<file path="src/rtl/coh_pkg.sv">
package coh_pkg;
  typedef enum logic [1:0] {LS_INV = 2'd0, LS_SHD = 2'd1, LS_MOD = 2'd2} line_st_t;
  typedef enum logic [1:0] {BOP_NONE = 2'd0, BOP_RD = 2'd1, BOP_RDX = 2'd2, BOP_WB = 2'd3} bus_op_t;
  typedef enum logic [1:0] {F_IDLE = 2'd0, F_ARB = 2'd1, F_XFER = 2'd2} fsm_t;

  localparam logic [1:0] CREQ_RD = 2'd0;
  localparam logic [1:0] CREQ_WR = 2'd1;

  // bus command a processor request needs, ignoring any victim
  function automatic bus_op_t fetch_op(input logic [1:0] creq, input line_st_t st, input logic tag_eq);
    logic present;
    present = tag_eq && (st != LS_INV);
    case (creq)
      CREQ_RD: fetch_op = present ? BOP_NONE : BOP_RD;
      CREQ_WR: fetch_op = (present && st == LS_MOD) ? BOP_NONE : BOP_RDX;
      default: fetch_op = (present && st == LS_MOD) ? BOP_WB : BOP_NONE;
    endcase
  endfunction

  // a fill would overwrite a dirty line of another tag
  function automatic logic victim_dirty(input logic [1:0] creq, input line_st_t st, input logic tag_eq);
    victim_dirty = (creq == CREQ_RD || creq == CREQ_WR) && st == LS_MOD && !tag_eq;
  endfunction

  function automatic line_st_t snoop_next(input line_st_t st, input logic tag_eq, input bus_op_t sop);
    snoop_next = st;
    if (tag_eq) begin
      if (sop == BOP_RDX) snoop_next = LS_INV;
      else if (sop == BOP_RD && st == LS_MOD) snoop_next = LS_SHD;
    end
  endfunction

  function automatic logic snoop_flush(input line_st_t st, input logic tag_eq, input bus_op_t sop);
    snoop_flush = tag_eq && st == LS_MOD && (sop == BOP_RD || sop == BOP_RDX);
  endfunction
endpackage

</file>
<file path="src/rtl/coh_line_store.sv">
module coh_line_store
  import coh_pkg::*;
#(
  parameter int IDX_W = 2,
  parameter int TAG_W = 4,
  parameter int DW    = 8
) (
  input  logic             clk,
  input  logic             rst_n,
  input  logic [IDX_W-1:0] ra_idx,
  output line_st_t         ra_st,
  output logic [TAG_W-1:0] ra_tag,
  output logic [DW-1:0]    ra_data,
  input  logic [IDX_W-1:0] rb_idx,
  output line_st_t         rb_st,
  output logic [TAG_W-1:0] rb_tag,
  output logic [DW-1:0]    rb_data,
  input  logic             sa_en,
  input  logic [IDX_W-1:0] sa_idx,
  input  line_st_t         sa_st,
  input  logic             pw_en,
  input  logic [IDX_W-1:0] pw_idx,
  input  line_st_t         pw_st,
  input  logic             pw_fill,
  input  logic [TAG_W-1:0] pw_tag,
  input  logic             pw_data_en,
  input  logic [DW-1:0]    pw_data
);
  localparam int NL = 1 << IDX_W;

  line_st_t         st_q   [NL];
  logic [TAG_W-1:0] tag_q  [NL];
  logic [DW-1:0]    data_q [NL];

  for (genvar g = 0; g < NL; g++) begin : g_line
    logic sel_s, sel_p;
    assign sel_s = sa_en && sa_idx == IDX_W'(g);
    assign sel_p = pw_en && pw_idx == IDX_W'(g);
    always_ff @(posedge clk) begin
      if (!rst_n) begin
        st_q[g]   <= LS_INV;
        tag_q[g]  <= '0;
        data_q[g] <= '0;
      end else begin
        // snoop updates win over processor-side updates
        if (sel_s) st_q[g] <= sa_st;
        else if (sel_p) st_q[g] <= pw_st;
        if (sel_p && pw_fill) tag_q[g] <= pw_tag;
        if (sel_p && pw_data_en) data_q[g] <= pw_data;
      end
    end
  end

  assign ra_st   = st_q[ra_idx];
  assign ra_tag  = tag_q[ra_idx];
  assign ra_data = data_q[ra_idx];
  assign rb_st   = st_q[rb_idx];
  assign rb_tag  = tag_q[rb_idx];
  assign rb_data = data_q[rb_idx];
endmodule

</file>
<file path="src/rtl/coh_snoop_unit.sv">
module coh_snoop_unit
  import coh_pkg::*;
#(
  parameter int IDX_W = 2,
  parameter int TAG_W = 4,
  parameter int DW    = 8,
  localparam int AW   = IDX_W + TAG_W
) (
  input  logic             clk,
  input  logic             rst_n,
  input  logic             snp_valid,
  input  logic [1:0]       snp_op,
  input  logic [AW-1:0]    snp_addr,
  input  line_st_t         ln_st,
  input  logic [TAG_W-1:0] ln_tag,
  input  logic [DW-1:0]    ln_data,
  output logic             upd_en,
  output line_st_t         upd_st,
  output logic             flush_ev,
  output logic             flush,
  output logic [AW-1:0]    flush_addr,
  output logic [DW-1:0]    flush_data
);
  logic    tag_eq;
  bus_op_t sop;

  assign sop      = bus_op_t'(snp_op);
  assign tag_eq   = ln_tag == snp_addr[AW-1:IDX_W];
  assign upd_st   = snoop_next(ln_st, tag_eq, sop);
  assign upd_en   = snp_valid && upd_st != ln_st;
  assign flush_ev = snp_valid && snoop_flush(ln_st, tag_eq, sop);

  always_ff @(posedge clk) begin
    if (!rst_n) begin
      flush      <= 1'b0;
      flush_addr <= '0;
      flush_data <= '0;
    end else begin
      flush <= flush_ev;
      if (flush_ev) begin
        flush_addr <= snp_addr;
        flush_data <= ln_data;
      end
    end
  end
endmodule

</file>
<file path="src/rtl/coh_req_fsm.sv">
module coh_req_fsm
  import coh_pkg::*;
#(
  parameter int IDX_W = 2,
  parameter int TAG_W = 4,
  parameter int DW    = 8,
  localparam int AW   = IDX_W + TAG_W
) (
  input  logic             clk,
  input  logic             rst_n,
  input  logic             cpu_req_valid,
  input  logic [1:0]       cpu_req_op,
  input  logic [AW-1:0]    cpu_req_addr,
  input  logic [DW-1:0]    cpu_req_wdata,
  input  logic             snp_clash,
  output logic             cpu_ready,
  output logic             cpu_done,
  output logic             cpu_hit,
  output logic [DW-1:0]    cpu_rdata,
  output logic [IDX_W-1:0] look_idx,
  input  line_st_t         ln_st,
  input  logic [TAG_W-1:0] ln_tag,
  input  logic [DW-1:0]    ln_data,
  output logic             bus_req,
  input  logic             bus_gnt,
  output logic             bus_valid,
  output logic [1:0]       bus_op,
  output logic [AW-1:0]    bus_addr,
  output logic [DW-1:0]    bus_wdata,
  input  logic             bus_ack,
  input  logic [DW-1:0]    bus_rdata,
  output logic             pw_en,
  output line_st_t         pw_st,
  output logic             pw_fill,
  output logic [TAG_W-1:0] pw_tag,
  output logic             pw_data_en,
  output logic [DW-1:0]    pw_data,
  output logic             victim_wb_ev
);
  fsm_t          fs, fs_n;
  logic [1:0]    h_op;
  logic [AW-1:0] h_addr;
  logic [DW-1:0] h_wdata;
  bus_op_t       x_op, x_op_n;
  logic [AW-1:0] x_addr, x_addr_n;
  logic [DW-1:0] x_data, x_data_n;
  logic          load_h, load_x;

  logic             idle, tag_eq, vdirty, local_ok, accept;
  logic [1:0]       sel_op;
  logic [AW-1:0]    sel_addr;
  logic [DW-1:0]    sel_wdata;
  logic [TAG_W-1:0] sel_tag;
  bus_op_t          need;

  assign idle      = fs == F_IDLE;
  assign sel_op    = idle ? cpu_req_op : h_op;
  assign sel_addr  = idle ? cpu_req_addr : h_addr;
  assign sel_wdata = idle ? cpu_req_wdata : h_wdata;
  assign sel_tag   = sel_addr[AW-1:IDX_W];
  assign look_idx  = sel_addr[IDX_W-1:0];
  assign tag_eq    = ln_tag == sel_tag;
  assign need      = fetch_op(sel_op, ln_st, tag_eq);
  assign vdirty    = victim_dirty(sel_op, ln_st, tag_eq);
  assign local_ok  = need == BOP_NONE && !vdirty;
  assign cpu_ready = idle && !snp_clash;
  assign accept    = cpu_req_valid && cpu_ready;

  assign bus_req   = fs != F_IDLE;
  assign bus_valid = fs == F_XFER;
  assign bus_op    = x_op;
  assign bus_addr  = x_addr;
  assign bus_wdata = x_data;
  assign pw_tag    = sel_tag;

  always_comb begin
    fs_n         = fs;
    load_h       = 1'b0;
    load_x       = 1'b0;
    x_op_n       = x_op;
    x_addr_n     = x_addr;
    x_data_n     = x_data;
    cpu_done     = 1'b0;
    cpu_hit      = 1'b0;
    cpu_rdata    = ln_data;
    pw_en        = 1'b0;
    pw_st        = ln_st;
    pw_fill      = 1'b0;
    pw_data_en   = 1'b0;
    pw_data      = sel_wdata;
    victim_wb_ev = 1'b0;
    case (fs)
      F_IDLE: begin
        if (accept) begin
          if (local_ok) begin
            cpu_done = 1'b1;
            cpu_hit  = 1'b1;
            if (sel_op == CREQ_WR) begin
              pw_en      = 1'b1;
              pw_st      = LS_MOD;
              pw_data_en = 1'b1;
            end else if (sel_op != CREQ_RD && tag_eq && ln_st != LS_INV) begin
              pw_en = 1'b1;
              pw_st = LS_INV;
            end
          end else begin
            fs_n   = F_ARB;
            load_h = 1'b1;
          end
        end
      end
      F_ARB: begin
        if (bus_gnt) begin
          if (vdirty) begin
            x_op_n   = BOP_WB;
            x_addr_n = {ln_tag, look_idx};
            x_data_n = ln_data;
            load_x   = 1'b1;
            fs_n     = F_XFER;
          end else if (need != BOP_NONE) begin
            x_op_n   = need;
            x_addr_n = h_addr;
            x_data_n = (need == BOP_WB) ? ln_data : h_wdata;
            load_x   = 1'b1;
            fs_n     = F_XFER;
          end else begin
            // a snoop already cleaned the line meanwhile: finish locally
            cpu_done = 1'b1;
            cpu_hit  = 1'b1;
            fs_n     = F_IDLE;
            if (sel_op != CREQ_RD && sel_op != CREQ_WR && tag_eq && ln_st != LS_INV) begin
              pw_en = 1'b1;
              pw_st = LS_INV;
            end
          end
        end
      end
      F_XFER: begin
        if (bus_ack) begin
          pw_en = 1'b1;
          case (x_op)
            BOP_WB: begin
              pw_st = LS_INV;
              if (h_op == CREQ_RD || h_op == CREQ_WR) begin
                victim_wb_ev = 1'b1;
                fs_n         = F_ARB;
              end else begin
                cpu_done = 1'b1;
                fs_n     = F_IDLE;
              end
            end
            BOP_RD: begin
              pw_st      = LS_SHD;
              pw_fill    = 1'b1;
              pw_data_en = 1'b1;
              pw_data    = bus_rdata;
              cpu_rdata  = bus_rdata;
              cpu_done   = 1'b1;
              fs_n       = F_IDLE;
            end
            default: begin
              pw_st      = LS_MOD;
              pw_fill    = 1'b1;
              pw_data_en = 1'b1;
              pw_data    = h_wdata;
              cpu_done   = 1'b1;
              fs_n       = F_IDLE;
            end
          endcase
        end
      end
      default: fs_n = F_IDLE;
    endcase
  end

  always_ff @(posedge clk) begin
    if (!rst_n) begin
      fs      <= F_IDLE;
      h_op    <= '0;
      h_addr  <= '0;
      h_wdata <= '0;
      x_op    <= BOP_NONE;
      x_addr  <= '0;
      x_data  <= '0;
    end else begin
      fs <= fs_n;
      if (load_h) begin
        h_op    <= cpu_req_op;
        h_addr  <= cpu_req_addr;
        h_wdata <= cpu_req_wdata;
      end
      if (load_x) begin
        x_op   <= x_op_n;
        x_addr <= x_addr_n;
        x_data <= x_data_n;
      end
    end
  end
endmodule

</file>
<file path="src/rtl/coh_snoop_ctrl.sv">
module coh_snoop_ctrl
  import coh_pkg::*;
#(
  parameter int IDX_W = 2,
  parameter int TAG_W = 4,
  parameter int DW    = 8
) (
  input  logic                   clk,
  input  logic                   rst_n,
  input  logic                   cpu_req_valid,
  input  logic [1:0]             cpu_req_op,
  input  logic [IDX_W+TAG_W-1:0] cpu_req_addr,
  input  logic [DW-1:0]          cpu_req_wdata,
  output logic                   cpu_ready,
  output logic                   cpu_done,
  output logic                   cpu_hit,
  output logic [DW-1:0]          cpu_rdata,
  output logic                   bus_req,
  input  logic                   bus_gnt,
  output logic                   bus_valid,
  output logic [1:0]             bus_op,
  output logic [IDX_W+TAG_W-1:0] bus_addr,
  output logic [DW-1:0]          bus_wdata,
  input  logic                   bus_ack,
  input  logic [DW-1:0]          bus_rdata,
  input  logic                   snp_valid,
  input  logic [1:0]             snp_op,
  input  logic [IDX_W+TAG_W-1:0] snp_addr,
  output logic                   snp_flush,
  output logic [IDX_W+TAG_W-1:0] snp_flush_addr,
  output logic [DW-1:0]          snp_flush_data
);
  localparam int AW = IDX_W + TAG_W;

  logic [IDX_W-1:0] look_idx;
  line_st_t         ra_st, rb_st, sa_st, pw_st;
  logic [TAG_W-1:0] ra_tag, rb_tag, pw_tag;
  logic [DW-1:0]    ra_data, rb_data, pw_data;
  logic             sa_en, pw_en, pw_fill, pw_data_en;
  logic             snp_clash;
  logic             ev_victim_wb;
  logic             ev_snoop_flush;

  assign snp_clash = snp_valid && snp_addr[IDX_W-1:0] == cpu_req_addr[IDX_W-1:0];

  coh_line_store #(.IDX_W(IDX_W), .TAG_W(TAG_W), .DW(DW)) u_store (
    .clk(clk), .rst_n(rst_n),
    .ra_idx(look_idx), .ra_st(ra_st), .ra_tag(ra_tag), .ra_data(ra_data),
    .rb_idx(snp_addr[IDX_W-1:0]), .rb_st(rb_st), .rb_tag(rb_tag), .rb_data(rb_data),
    .sa_en(sa_en), .sa_idx(snp_addr[IDX_W-1:0]), .sa_st(sa_st),
    .pw_en(pw_en), .pw_idx(look_idx), .pw_st(pw_st), .pw_fill(pw_fill),
    .pw_tag(pw_tag), .pw_data_en(pw_data_en), .pw_data(pw_data)
  );

  coh_snoop_unit #(.IDX_W(IDX_W), .TAG_W(TAG_W), .DW(DW)) u_snoop (
    .clk(clk), .rst_n(rst_n),
    .snp_valid(snp_valid), .snp_op(snp_op), .snp_addr(snp_addr),
    .ln_st(rb_st), .ln_tag(rb_tag), .ln_data(rb_data),
    .upd_en(sa_en), .upd_st(sa_st), .flush_ev(ev_snoop_flush),
    .flush(snp_flush), .flush_addr(snp_flush_addr), .flush_data(snp_flush_data)
  );

  coh_req_fsm #(.IDX_W(IDX_W), .TAG_W(TAG_W), .DW(DW)) u_fsm (
    .clk(clk), .rst_n(rst_n),
    .cpu_req_valid(cpu_req_valid), .cpu_req_op(cpu_req_op),
    .cpu_req_addr(cpu_req_addr), .cpu_req_wdata(cpu_req_wdata),
    .snp_clash(snp_clash),
    .cpu_ready(cpu_ready), .cpu_done(cpu_done), .cpu_hit(cpu_hit), .cpu_rdata(cpu_rdata),
    .look_idx(look_idx), .ln_st(ra_st), .ln_tag(ra_tag), .ln_data(ra_data),
    .bus_req(bus_req), .bus_gnt(bus_gnt), .bus_valid(bus_valid), .bus_op(bus_op),
    .bus_addr(bus_addr), .bus_wdata(bus_wdata), .bus_ack(bus_ack), .bus_rdata(bus_rdata),
    .pw_en(pw_en), .pw_st(pw_st), .pw_fill(pw_fill), .pw_tag(pw_tag),
    .pw_data_en(pw_data_en), .pw_data(pw_data),
    .victim_wb_ev(ev_victim_wb)
  );
endmodule

</file>
<file path="config.mk">
export PLATFORM = sky130hd
export DESIGN_NAME = coh_snoop_ctrl
export DESIGN_NICKNAME = d
export VERILOG_FILES = /design/src/rtl/coh_pkg.sv /design/src/rtl/coh_line_store.sv /design/src/rtl/coh_snoop_unit.sv /design/src/rtl/coh_req_fsm.sv /design/src/rtl/coh_snoop_ctrl.sv
export SDC_FILE = /design/constraint.sdc
export NUM_CORES = 1
export LEC_CHECK = 0
export BUFFER_PORTS_ARGS = -buffer_cell sky130_fd_sc_hd__buf_2
export CAP_MARGIN = 40
export CORE_MARGIN = 2
export CORE_UTILIZATION = 62
export DETAILED_ROUTE_END_ITERATION = 7
export HOLD_SLACK_MARGIN = 0.06
export PLACE_DENSITY = 0.94
export SYNTH_ARGS = -nofsm -noshare
export SYNTH_HDL_FRONTEND = slang
export SYNTH_SLANG_ARGS = --single-unit
</file>
<file path="constraint.sdc">
create_clock -name clk -period 7.75 [get_ports clk]
set_clock_uncertainty 0.1 [all_clocks]
set_input_delay 1.55 -clock clk [delete_from_list [all_inputs] [get_ports clk]]
set_output_delay 1.55 -clock clk [all_outputs]
set_load 0.01 [all_outputs]
</file>
==> flow_metrics.env <==
export IMPL_status="completed"
export IMPL_worstPathMaxFanout=23
export IMPL_seq_area_frac_synth_pct=46.2
export IMPL_antenna_found_initial=0
export IMPL_finalSetupViolCount=0
export IMPL_drt_first_pass_iters=7
export IMPL_cts_inserted_buffers=9
export IMPL_fmax_ghz=0.174
export IMPL_cts_tree="done"
export IMPL_antenna_left=0
export IMPL_grt_usage_pct=31.1
export IMPL_power_per_cell_area_nw_per_um2=206
export IMPL_post_cts_buffers=0
export IMPL_drtIter0Drc=598
export IMPL_grt_setup_unrepaired="false"
export IMPL_io_pins=82
export IMPL_yosysTopAreaCell="edfxtp_1"
export IMPL_fp_dieH_um=100
export IMPL_insertion_delay_ns=0.39
export IMPL_cts_hold_buf=0
export IMPL_clkSlewWorstSetupHoldPaths_ns=0.10
export IMPL_portBuffers=81
export IMPL_antenna_cells=0
export IMPL_grt_start_max_net_pins=31
export IMPL_post_route_period_util_pct=74.1
export IMPL_gp_congestion=0.966
export IMPL_synth_most_common_cell="nor2_1"
export IMPL_final_max_slew_viol_count=0
export IMPL_cp_start_kind="input pin"
export IMPL_maxCapViolCount=0
export IMPL_required_ns=6.10
export IMPL_gr_total_overflow=0
export IMPL_wl_per_cell_um=21.7
export IMPL_fp_row_count=35
export IMPL_syn_cell_area_um2=5770
export IMPL_core_area_um2=9150
export IMPL_hold_slack_ns=0.402
export IMPL_area_delta_synth_final_pct=12.0
export IMPL_syn_inst=516
export IMPL_fin_cells=706
export IMPL_yosysWarnings=0
export IMPL_post_synth_num_cell_types=59
export IMPL_drc=0
export IMPL_finalPower_uw=1330
export IMPL_syn_num_nets=556
export IMPL_hold_class="reg2reg"
export IMPL_dp_cells=689
export IMPL_avgSynthCellArea_um2=11.2
export IMPL_layout_drive_gt1_share_pct=27.4
export IMPL_cts_repair_resized=0
export IMPL_dieArea_um2=10100
export IMPL_synth_edf_count=56
export IMPL_worstSetupEndpointType="output pin"
export IMPL_grt_pass1_vias=4631
export IMPL_synth_common_cells="nor2_1, mux2i_1, edfxtp_1"
export IMPL_start_util_pct=63.0
export IMPL_timing_final_crit_period_ns=5.74
export IMPL_reg2reg_slack_ns=3.26
export IMPL_grt_pass1_wl_um=24100
export IMPL_detailroute_via_count=4845
export IMPL_synth_async_sr_flop_share_pct=0
export IMPL_clock_sinks=105
export IMPL_die_w_um=100
export IMPL_viasPerCell=6.86
export IMPL_dp_hpwl_um=11300
export IMPL_total_leakage_power_uw=0.00250
export IMPL_setup_ws_ns=2.01
export IMPL_clockBufferDepth=2
export IMPL_dp_slack_ns=2.06
export IMPL_yosys_top_cells_area="edfxtp_1, dfxtp_1, mux2i_1, mux4_2, nor2_1"
export IMPL_fin_nets=630
export IMPL_ys_flop_type="edfxtp_1"
export IMPL_synth_seq_cells=105
export IMPL_ir_worst_vdd_mv=0.101
export IMPL_hold_viol=0
export IMPL_root_buffer="clkbuf_8"
export IMPL_worstMarginPinSlew_ns=0.900
export IMPL_synth_top_area_share_pct=29.2
export IMPL_wl_um=15300
export IMPL_critPathKind="in2out"
export IMPL_h_tree_depth=3
export IMPL_max_slew_margin_pct=39.4
export IMPL_fin_setup_tns_ns=0
export IMPL_cp_arrival_ns=4.09
-- per-layer routing --
metal / share of wire, % / track usage [%]
met3: 12 / 6.87
met1: 38 / 41.4
met5: 0 / 0
met2: 48 / 49.7
met4: 2.9 / 13.1
-- worst max-delay path, cell delays in order --
cell	delay, ns
buf_2	0.11
or3b_4	0.40
nand2_4	0.29
mux2i_1	0.38
mux2i_1	0.28
nand4_1	0.17
a21oi_2	0.32
o22ai_1	0.12
a21oi_1	0.20
nand2b_1	0.12
buf_2	0.12
-- cell families after synthesis --
| logic type | Yosys count | synth area share [%] |
|---|---|---|
| AOI/OAI and AO/OA | 83 | 10.5 |
| and+or+nand+nor | 176 | 14.8 |
| DFF | 105 | 46.2 |
| adders and majority gates | 2 | 0.434 |
| muxes | 102 | 23.4 |
| buffers and inverters | 36 | 2.86 |
| xor gates and xnor gates | 12 | 1.82 |
-- power breakdown --
| part | total [µW] | internal, µW | switching [µW] |
|---|---|---|---|
| Sequential | 635 | 612 | 23.8 |
| Clock | 333 | 132 | 201 |
| Combinational | 361 | 147 | 214 |
| Total | 1330 | 891 | 439 |
-- cell type report --
cell class | instances | area, µm²
Timing Repair Buffer | 91 | 490
Clock inverter | 5 | 47.5
Fill cell | 608 | 2690
Tap cell | 111 | 139
Multi-Input combinational cell | 375 | 2950
Sequential cell | 105 | 2660
Inverter | 8 | 30.0
Clock buffer | 11 | 141
-- path summary, 6_finish.rpt --
kind / cells after the start / end / start
setup / recovery: 11 / cpu_done / cpu_req_addr[1]
hold / removal: 2 / u_fsm.bus_addr[0] / u_fsm.bus_addr[0]
setup reg to reg: 9 / u_store.data_q[2][0] / u_fsm.fs[1]
hold reg to reg: 2 / u_fsm.bus_addr[0] / u_fsm.bus_addr[0]
-- stage by stage --
stage / area (µm²) / util [%]
detailed placement: 6260 / 68.4
CTS: 6450 / 70.5
finish: 6460 / 70.6
global placement: 6210 / 67.8
floorplan: 5770 / -
global route: 6460 / 70.6
-- cell usage in the layout, fill, tap and decap left out, drive strengths merged, types with 3 or more instances in the layout --
master	synthesis	layout
o22ai	3	3
a21oi	17	17
and2	5	5
nor2b	7	7
xnor2	12	12
nand2	25	25
nand4	4	4
inv	8	11
nand3	10	10
o21bai	3	3
a211oi	6	6
clkbuf	17	12
mux2i	64	64
o21ai	27	27
dfxtp	49	49
buf	11	90
mux4	25	25
a222oi	8	8
edfxtp	56	56
nor2	86	86
nor3	21	21
mux2	13	13
-- flip-flops by register name (all words and copies together), names as in the netlist --
| name | count |
|---|---|
| u_fsm.h_op | 2 |
| u_snoop.flush | 1 |
| u_store.data_q | 32 |
| u_fsm.fs | 2 |
| u_fsm.h_addr | 6 |
| u_store.tag_q | 16 |
| u_fsm.bus_op | 2 |
| u_store.st_q | 8 |
| u_fsm.bus_wdata | 8 |
| u_snoop.flush_data | 8 |
| u_snoop.flush_addr | 6 |
| u_fsm.bus_addr | 6 |
| u_fsm.h_wdata | 8 |
No activity file was read; power rests on OpenSTA's default activity.
